<file path="config.mk">
export PLATFORM = sky130hd
export DESIGN_NAME = ssout_top
export DESIGN_NICKNAME = d
export VERILOG_FILES = /design/src/rtl/ssout_pkg.sv /design/src/rtl/ssout_shadow.sv /design/src/rtl/ssout_bitclk.sv /design/src/rtl/ssout_seq.sv /design/src/rtl/ssout_top.sv
export SDC_FILE = /design/constraint.sdc
export NUM_CORES = 1
export LEC_CHECK = 0
export ABC_AREA = 1
export CAP_MARGIN = 10
export CORE_MARGIN = 2
export CORE_UTILIZATION = 59
export CTS_BUF_LIST = sky130_fd_sc_hd__clkbuf_4
export CTS_CLUSTER_DIAMETER = 120
export CTS_CLUSTER_SIZE = 8
export DETAILED_ROUTE_END_ITERATION = 8
export DONT_BUFFER_PORTS = 1
export PLACE_DENSITY_LB_ADDON = 0.1
export SYNTH_ARGS = -nofsm -noshare
export SYNTH_HDL_FRONTEND = slang
export SYNTH_SLANG_ARGS = --single-unit
</file>
<file path="constraint.sdc">
create_clock -name clk -period 2 [get_ports clk]
set_input_delay 0.4 -clock clk [delete_from_list [all_inputs] [get_ports clk]]
set_output_delay 0.4 -clock clk [all_outputs]
set_load 0.03 [all_outputs]
</file>
<file path="src/rtl/ssout_pkg.sv">
package ssout_pkg;

    localparam int unsigned SSO_WORD_W = 16;
    localparam int unsigned SSO_NBUF   = 2;
    localparam int unsigned SSO_DIV_W  = 8;
    localparam int unsigned SSO_MIN_DIV = 2;

    typedef enum logic {
        SEQ_IDLE  = 1'b0,
        SEQ_SHIFT = 1'b1
    } seq_mode_t;

    // Next buffer index in the ring of n buffers.
    function automatic int unsigned ring_next(input int unsigned p, input int unsigned n);
        return (p + 1 == n) ? 0 : p + 1;
    endfunction

    // Enforce the minimum bit length in core cycles.
    function automatic int unsigned clamp_div(input int unsigned d);
        return (d < SSO_MIN_DIV) ? SSO_MIN_DIV : d;
    endfunction

endpackage

</file>
<file path="src/rtl/ssout_shadow.sv">
module ssout_shadow #(
    parameter int unsigned WORD_W = 16,
    parameter int unsigned NBUF   = 2,
    localparam int unsigned PTR_W = (NBUF > 1) ? $clog2(NBUF) : 1
) (
    input  logic              clk,
    input  logic              rst,
    input  logic              wr_en,
    input  logic [PTR_W-1:0]  wr_sel,
    input  logic [WORD_W-1:0] wr_data,
    input  logic              done,
    input  logic [PTR_W-1:0]  done_idx,
    output logic [WORD_W-1:0] words [NBUF],
    output logic [NBUF-1:0]   empty
);

    for (genvar g = 0; g < NBUF; g++) begin : g_buf
        logic hit_wr;
        logic hit_done;

        assign hit_wr   = wr_en && (wr_sel == PTR_W'(g));
        assign hit_done = done && (done_idx == PTR_W'(g));

        always_ff @(posedge clk) begin
            if (rst) begin
                words[g] <= '0;
                empty[g] <= 1'b1;
            end else if (hit_wr) begin
                // a write wins over a completion in the same cycle
                words[g] <= wr_data;
                empty[g] <= 1'b0;
            end else if (hit_done) begin
                empty[g] <= 1'b1;
            end
        end
    end

endmodule

</file>
<file path="src/rtl/ssout_bitclk.sv">
module ssout_bitclk #(
    parameter int unsigned DIV_W = 8
) (
    input  logic             clk,
    input  logic             rst,
    input  logic             busy,
    input  logic             load,
    input  logic [DIV_W-1:0] div_q,
    output logic             bit_end,
    output logic             clk_hi
);

    logic [DIV_W-1:0] phase;
    logic [DIV_W-1:0] half;

    assign half    = div_q >> 1;
    assign bit_end = busy && (phase == div_q - DIV_W'(1));
    assign clk_hi  = busy && (phase >= half);

    always_ff @(posedge clk) begin
        if (rst) begin
            phase <= '0;
        end else if (load || bit_end || !busy) begin
            phase <= '0;
        end else begin
            phase <= phase + DIV_W'(1);
        end
    end

endmodule

</file>
<file path="src/rtl/ssout_seq.sv">
module ssout_seq
    import ssout_pkg::*;
#(
    parameter int unsigned WORD_W = 16,
    parameter int unsigned NBUF   = 2,
    parameter int unsigned DIV_W  = 8,
    localparam int unsigned PTR_W = (NBUF > 1) ? $clog2(NBUF) : 1,
    localparam int unsigned CNT_W = $clog2(WORD_W)
) (
    input  logic              clk,
    input  logic              rst,
    input  logic [DIV_W-1:0]  div_in,
    input  logic [NBUF-1:0]   empty,
    input  logic [WORD_W-1:0] words [NBUF],
    input  logic              bit_end,
    output logic              busy,
    output logic              load,
    output logic [DIV_W-1:0]  div_q,
    output logic              done,
    output logic [PTR_W-1:0]  done_idx,
    output logic              dout
);

    seq_mode_t         mode;
    logic [PTR_W-1:0]  act;
    logic [PTR_W-1:0]  nxt;
    logic [PTR_W-1:0]  load_idx;
    logic [CNT_W-1:0]  bitidx;
    logic [WORD_W-1:0] sh;
    logic              start_idle;
    logic              chain;

    assign busy       = (mode == SEQ_SHIFT);
    assign nxt        = PTR_W'(ring_next(32'(act), NBUF));
    assign done       = bit_end && (bitidx == CNT_W'(WORD_W - 1));
    assign done_idx   = act;
    assign start_idle = !busy && !empty[act];
    assign chain      = done && !empty[nxt];
    assign load       = start_idle || chain;
    assign load_idx   = busy ? nxt : act;

    always_ff @(posedge clk) begin
        if (rst) begin
            mode   <= SEQ_IDLE;
            act    <= '0;
            bitidx <= '0;
            sh     <= '0;
            dout   <= 1'b0;
            div_q  <= DIV_W'(SSO_MIN_DIV);
        end else if (load) begin
            mode   <= SEQ_SHIFT;
            act    <= load_idx;
            bitidx <= '0;
            sh     <= words[load_idx];
            dout   <= words[load_idx][WORD_W-1];
            div_q  <= DIV_W'(clamp_div(32'(div_in)));
        end else if (done) begin
            mode   <= SEQ_IDLE;
            act    <= nxt;
        end else if (bit_end) begin
            bitidx <= bitidx + CNT_W'(1);
            sh     <= {sh[WORD_W-2:0], 1'b0};
            dout   <= sh[WORD_W-2];
        end
    end

endmodule

</file>
<file path="src/rtl/ssout_top.sv">
module ssout_top
    import ssout_pkg::*;
#(
    parameter int unsigned WORD_W = SSO_WORD_W,
    parameter int unsigned NBUF   = SSO_NBUF,
    parameter int unsigned DIV_W  = SSO_DIV_W,
    localparam int unsigned PTR_W = (NBUF > 1) ? $clog2(NBUF) : 1
) (
    input  logic              clk,
    input  logic              rst,
    input  logic              wr_en,
    input  logic [PTR_W-1:0]  wr_sel,
    input  logic [WORD_W-1:0] wr_data,
    input  logic [DIV_W-1:0]  div_ratio,
    output logic [NBUF-1:0]   buf_empty,
    output logic [1:0]        gpo_out
);

    logic [WORD_W-1:0] words [NBUF];
    logic              busy;
    logic              load;
    logic              done;
    logic [PTR_W-1:0]  done_idx;
    logic [DIV_W-1:0]  div_q;
    logic              bit_end;
    logic              clk_hi;
    logic              dout;

    ssout_shadow #(.WORD_W(WORD_W), .NBUF(NBUF)) u_shadow (
        .clk      (clk),
        .rst      (rst),
        .wr_en    (wr_en),
        .wr_sel   (wr_sel),
        .wr_data  (wr_data),
        .done     (done),
        .done_idx (done_idx),
        .words    (words),
        .empty    (buf_empty)
    );

    ssout_seq #(.WORD_W(WORD_W), .NBUF(NBUF), .DIV_W(DIV_W)) u_seq (
        .clk      (clk),
        .rst      (rst),
        .div_in   (div_ratio),
        .empty    (buf_empty),
        .words    (words),
        .bit_end  (bit_end),
        .busy     (busy),
        .load     (load),
        .div_q    (div_q),
        .done     (done),
        .done_idx (done_idx),
        .dout     (dout)
    );

    ssout_bitclk #(.DIV_W(DIV_W)) u_bitclk (
        .clk     (clk),
        .rst     (rst),
        .busy    (busy),
        .load    (load),
        .div_q   (div_q),
        .bit_end (bit_end),
        .clk_hi  (clk_hi)
    );

    // pin 0 carries data, pin 1 carries the shift clock
    assign gpo_out = {clk_hi, dout};

endmodule

</file>
### After elaboration in Yosys (flattened, before gate mapping)

Cells that the tools add are included.
W data, S select, Z words.

* word-level logic and storage cells: 75
* memory bits (writable): 0
* bits in registers: 72
* bits of input ports: 28
* bits in latches: 0
* output and inout port bits: 4
* memories: 0
* ROM bits: 0

* bitwise operators: 4
* equality and inequality tests: 4
* div/mod/pow operators: 0
* $add $sub $neg: 4
* shift-type cells: 0
* multiplexer cells: 24
* multipliers: 0
* reductions and logical operators: 23
* $lt $le $gt $ge: 5

Operators by type and width (count)
* $mux W16: 3
* $mux W15: 3
* $mux W1: 17
* $logic_and A1 B1 Y1: 9
* $add A8 B1 Y8 const B: 1
* $eq A8 B8 Y1: 1
* $ge A8 B7 Y1: 1
* $lt A8 B2 Y1 const B: 1
* $mux W8: 1
* $reduce_bool A2 Y1: 4
* $sub A8 B1 Y8 const B: 1
* $add A4 B1 Y4 const B: 1
* $eq A4 B4 Y1 const B: 1
* $lt A1 B2 Y1 const B: 2
* $reduce_and A2 Y1: 2
* $reduce_or A2 Y1: 2
* $logic_not A1 Y1: 3
* $logic_or A1 B1 Y1: 3
* $not A1 Y1: 3
* $add A1 B1 Y2 const B: 1
* $eq A2 B2 Y1 const B: 1
* $ge A2 B2 Y1 const B: 1
* $ne A2 B1 Y1 const B: 1
* $not A1 Y2: 1

### Depth between registers and ports, before layout

* depth after elaboration: 11
* depth in mapped cells: 17
* mapped depth without buffers: 16

### Hierarchy

Synthesis repeated with hierarchy kept, for this count alone.

* cells, all modules: 628
* area, all modules: 4209.0 um^2

Modules (own cells, without submodules)
* ssout_seq: area each 1994.4 um^2, instances 1, sequential area each 600.6 um^2, cells each 304
* ssout_shadow: area each 1388.8 um^2, instances 1, sequential area each 680.7 um^2, cells each 191
* ssout_bitclk: area each 810.8 um^2, instances 1, sequential area each 160.2 um^2, cells each 131
* ssout_top: area each 15.0 um^2, instances 1, sequential area each 0.0 um^2, cells each 2

### Worst setup path before layout

Ideal clock, no wire load.

* path type: reg-to-reg
* start point: register u_seq.div_q[0]
* end point: register u_seq.sh[7]
* arrival: 1.881 ns
* required time: 1.887 ns
* path slack: 0.006 ns
* path buffers: 1
* library setup time: 0.113 ns
* period minus slack after synthesis: 1.994 ns
* stages on the path, launching flop included: 16
* path through: dfxtp_1 -> inv_2 -> ha_1 -> nand2_1 -> nand2_1 -> nor3_1 -> nand3_1 -> nor2_4 -> nand2_4 -> nor2_4 -> nand3_1 -> nand2_2 -> buf_4 -> nand2_1 -> nand2_1 -> nor2_1

* cells in the longest elaborated chain, start to end: 8
* elaborated cells on any way between the ends: 10
* those cells by class: add/sub: 1; eq/ne: 2; mux: 1; reduce/logical: 6

RTL lines
* start, declared: RTL line ssout_seq.sv:18 `output logic [DIV_W-1:0] div_q,`
* start signal, assigned: RTL line ssout_seq.sv:49 `div_q <= DIV_W'(SSO_MIN_DIV);`
* start signal, assigned: RTL line ssout_seq.sv:56 `div_q <= DIV_W'(clamp_div(32'(div_in)));`
* $sub A8 B1 Y8 (*): RTL line ssout_bitclk.sv:17 `assign bit_end = busy && (phase == div_q - DIV_W'(1));`
* $eq A8 B8 Y1 (*): RTL line ssout_bitclk.sv:17
* $logic_and A1 B1 Y1 (*): RTL line ssout_bitclk.sv:17
* $logic_and A1 B1 Y1: RTL line ssout_seq.sv:35 `assign done = bit_end && (bitidx == CNT_W'(WORD_W - 1));`
* $logic_and A1 B1 Y1: RTL line ssout_seq.sv:38 `assign chain = done && !empty[nxt];`
* $logic_or A1 B1 Y1: RTL line ssout_seq.sv:39 `assign load = start_idle || chain;`
* $ne A2 B1 Y1 (no line) or $reduce_bool A2 Y1 (tied branches)
* $reduce_and A2 Y1 (no line)
* end signal, assigned: RTL line ssout_seq.sv:54 `sh <= words[load_idx];`
* end signal, assigned: RTL line ssout_seq.sv:62 `sh <= {sh[WORD_W-2:0], 1'b0};`
* end, declared: RTL line ssout_seq.sv:29 `logic [WORD_W-1:0] sh;`

Every way passes the cells marked *; elsewhere a longest branch is shown, timed or not.
A chain may end at the register's enable or synchronous reset.

### Worst setup path after layout

* start point: register u_seq.div_q[1]
* end point: output port gpo_out[1]

* cells in the longest elaborated chain, start to end: 2

RTL lines
* $ge A8 B7 Y1: RTL line ssout_bitclk.sv:18 `assign clk_hi = busy && (phase >= half);`
* $logic_and A1 B1 Y1: RTL line ssout_bitclk.sv:18
* end, declared: RTL line ssout_top.sv:16 `output logic [1:0] gpo_out`

Every way passes these cells.

==> reports/metrics.yaml <==
outcome: "finished, violations left"
violations: "negative setup slack"
cts_tree: "built"
crit_fanout: 2
relSlewSlack_pct: 51.0
yosysTopAreaCell: "dfxtp_1"
layoutNonFillerInstCount: 660
cts_buffers: 9
rows: 28
grt_first_pass_wirelength_um: 14400
power_w: 0.00326
yosysWarnings: 0
worstHoldPathType: "in2reg"
hold_viol: 0
placedCellCount: 625
place_hpwl_um: 5310
coreArea_um2: 5960
max_freq_mhz: 426
syn_avg_cell_area_um2: 6.66
grt_use_total_pct: 27.7
antenna_cells: 0
synth_top_family_by_area: "simple AND/OR/NAND/NOR gates"
via_count: 3494
ir_drop_mv: 0.880
cts_root_buffer: "clkbuf_4"
wl_per_cell_um: 14.0
cp-start-kind: "register"
portBuffers: 0
grt_pass1_vias: 3187
via_per_inst: 5.29
synth_fa_ha_area_share_pct: 3.42
grt_max_degree: 59
synthSimpleGateAreaFrac_pct: 31.7
power_density_nw_per_um2: 721
nNetsFinal: 618
nFillCells: 472
clkSlewWorstSetupHoldPaths_ns: 0.12
start_util_pct: 61.5
power.leakage_nw: 2.01
worstMarginPinSlew_ns: 0.730
dp_slack_ns: -0.0466
wirelength_um: 9270
synth_top_cell_area_share_pct: 39.4
gp_congestion: 0.813
setup-violations-final: 30
clkLatencyLatePin_ns: 0.43
synth_seq_area_share_pct: 39.4
grt-ovfl-total: 0
finalCritPeriodShare_pct: 117
reg2reg_slack_ns: -0.22
die_h_um: 82.8
min_period_ns: 2.35
placed_area_um2: 3860
syn_nets: 588
drtPass1Iterations: 4
synthTopCellsByArea: "dfxtp_1 39%, nand2_1 13%, nor2_1 10%"
syn2layout_area_growth_pct: 23.5
die_area_um2: 6850
numClockSinks: 72
synth_compound_area_share_pct: 12.9
synth.distinct_cells: 32
syn_inst: 550
crit_required_ns: 1.60
syn_area_um2: 3660
end_kind: "primary output"
synth_mux_area_share_pct: 0
die_x_um: 82.8
ioPinCount: 32
drt_iter0_drc: 143
fin_area_um2: 4520
htreeDepth: 3
fin_ws_ns: -0.346
hold_ws_ns: 0.0307
rsz0062_at_grt: "true"
synth_seq_cells: 72
critPathArrivalTime_ns: 1.95
layout-drive-gt1-share_pct: 22.1
cts_buffer_depth: 2
synth-xor-area-share_pct: 1.91
drv_slew: 0
finClkSkew_ns: 0.0173
maxCapViolations: 0
path_class: "reg2out"
detail-route-antenna-nets: 0
antenna_found_initial: 0
drc: 0
[Yosys cell counts]
master and count:
buf_2 3, o21ai_0 67, clkinv_1 1, inv_2 5, nor4_1 1, nor2_2 2
nand2_1 129, xnor2_1 3, a21boi_0 1, buf_4 3, nand2_2 1, nand2_4 2
and2_0 1, buf_6 4, nand3_1 27, dfxtp_1 72, inv_1 62, a21oi_2 1
clkbuf_1 12, ha_1 10, o22ai_1 1, nor3_1 3, nand4_4 1, buf_1 3
a21oi_1 21, o211ai_1 1, nand3b_1 2, xor2_1 5, nand4_1 3, nor2_1 98
nor2_4 3, nor3b_1 2
[kinds of logic (layout without fill, tap and decap cells)]
kind of cell / Yosys count / after routing
XOR/XNOR: 8 / 8
AND/OR/NAND/NOR: 275 / 275
flip-flops: 72 / 72
AO/OA/AOI/OAI: 92 / 92
adder cells (fa/ha/maj): 10 / 10
buffers and inverters: 93 / 128
[cell type report]
class / count / area [um^2] / share of cell area (%)
tap: 75 / 93.8 / 2.08
inverter: 68 / 263 / 5.81
multi-input combinational: 385 / 2010 / 44.5
sequential: 72 / 1450 / 32.0
clock inverter: 7 / 86.3 / 1.91
timing repair buffer: 44 / 552 / 12.2
clock buffer: 9 / 67.6 / 1.49
[flip-flops by register name (all words and copies together) (netlist names)]
register        cells
u_shadow.words     32
u_seq.sh           15
u_bitclk.phase      8
u_seq.div_q         8
u_seq.bitidx        4
u_shadow.empty      2
u_seq.busy          1
u_seq.done_idx      1
u_seq.dout          1
[metrics by stage]
step                util, %  TNS [ns]
global placement       64.8   -0.0105
detailed placement     64.8    -0.146
floorplan                 -         0
global route           75.9     -9.53
CTS                    72.6     -3.99
finish                 75.9     -5.22
[final timing paths]
check,start,endpoint,depth (start not counted)
worst max-delay path,u_seq.div_q[1]$_SDFFE_PP1P_,gpo_out[1],14
worst min-delay path,rst,u_seq.sh[0]$_SDFFE_PP0P_,1
worst max register to register,u_seq.div_q[1]$_SDFFE_PP1P_,u_seq.sh[10]$_SDFFE_PP0P_,17
worst min register to register,u_shadow.words[3]$_SDFFE_PP0P_,u_shadow.words[3]$_SDFFE_PP0P_,2
[metal layers]
metal | GRT usage (%) | share of wire [%] | up-vias
met5 | 0 | 0 | -
met4 | 10.0 | 2.9 | 0
met3 | 6.71 | 5.5 | 22
met2 | 49.6 | 51 | 106
met1 | 32.0 | 40 | 1577
li1 | - | - | 1789
[cell usage in the layout, fill, tap and decap left out, drive strengths merged, types with 2 or more instances in the layout]
cell type    n
inv         67
ha          10
nand3       27
xor2         5
xnor2        3
o21ai       67
nor3         3
nand4        4
clkbuf       9
nand3b       2
nand2      132
nor2       103
clkinv       5
bufinv       2
dfxtp       72
nor3b        2
buf         44
a21oi       22
[worst max-delay path, stage by stage, from the launching register on]
cell and delay [ns]:
dfxtp_2 0.34, buf_6 0.12, ha_4 0.23, o21ai_2 0.13
a21boi_1 0.08, o21ai_1 0.12, nand2_1 0.07, nand2_1 0.05
nand2_1 0.06, nand2_1 0.05, nand2_1 0.05, nand2_1 0.05
nand2_1 0.05, nand2_2 0.07, inv_4 0.06
[repair_timing]
action	4_1_cts	5_1_grt
hold buffers	0	0
setup buffers	8	12
cloned	5	0
pin swaps	10	31
endpoints found under the setup margin	18	41
gates resized for setup	21	68
[power by group]
group,switching (W),internal [W],leakage (nW)
clock network,0.000530,0.000496,0.0831
registers,0.0000542,0.00152,0.593
logic,0.000370,0.000285,1.34
total,0.000954,0.00230,2.01
(Power assumes the default switching activity.)
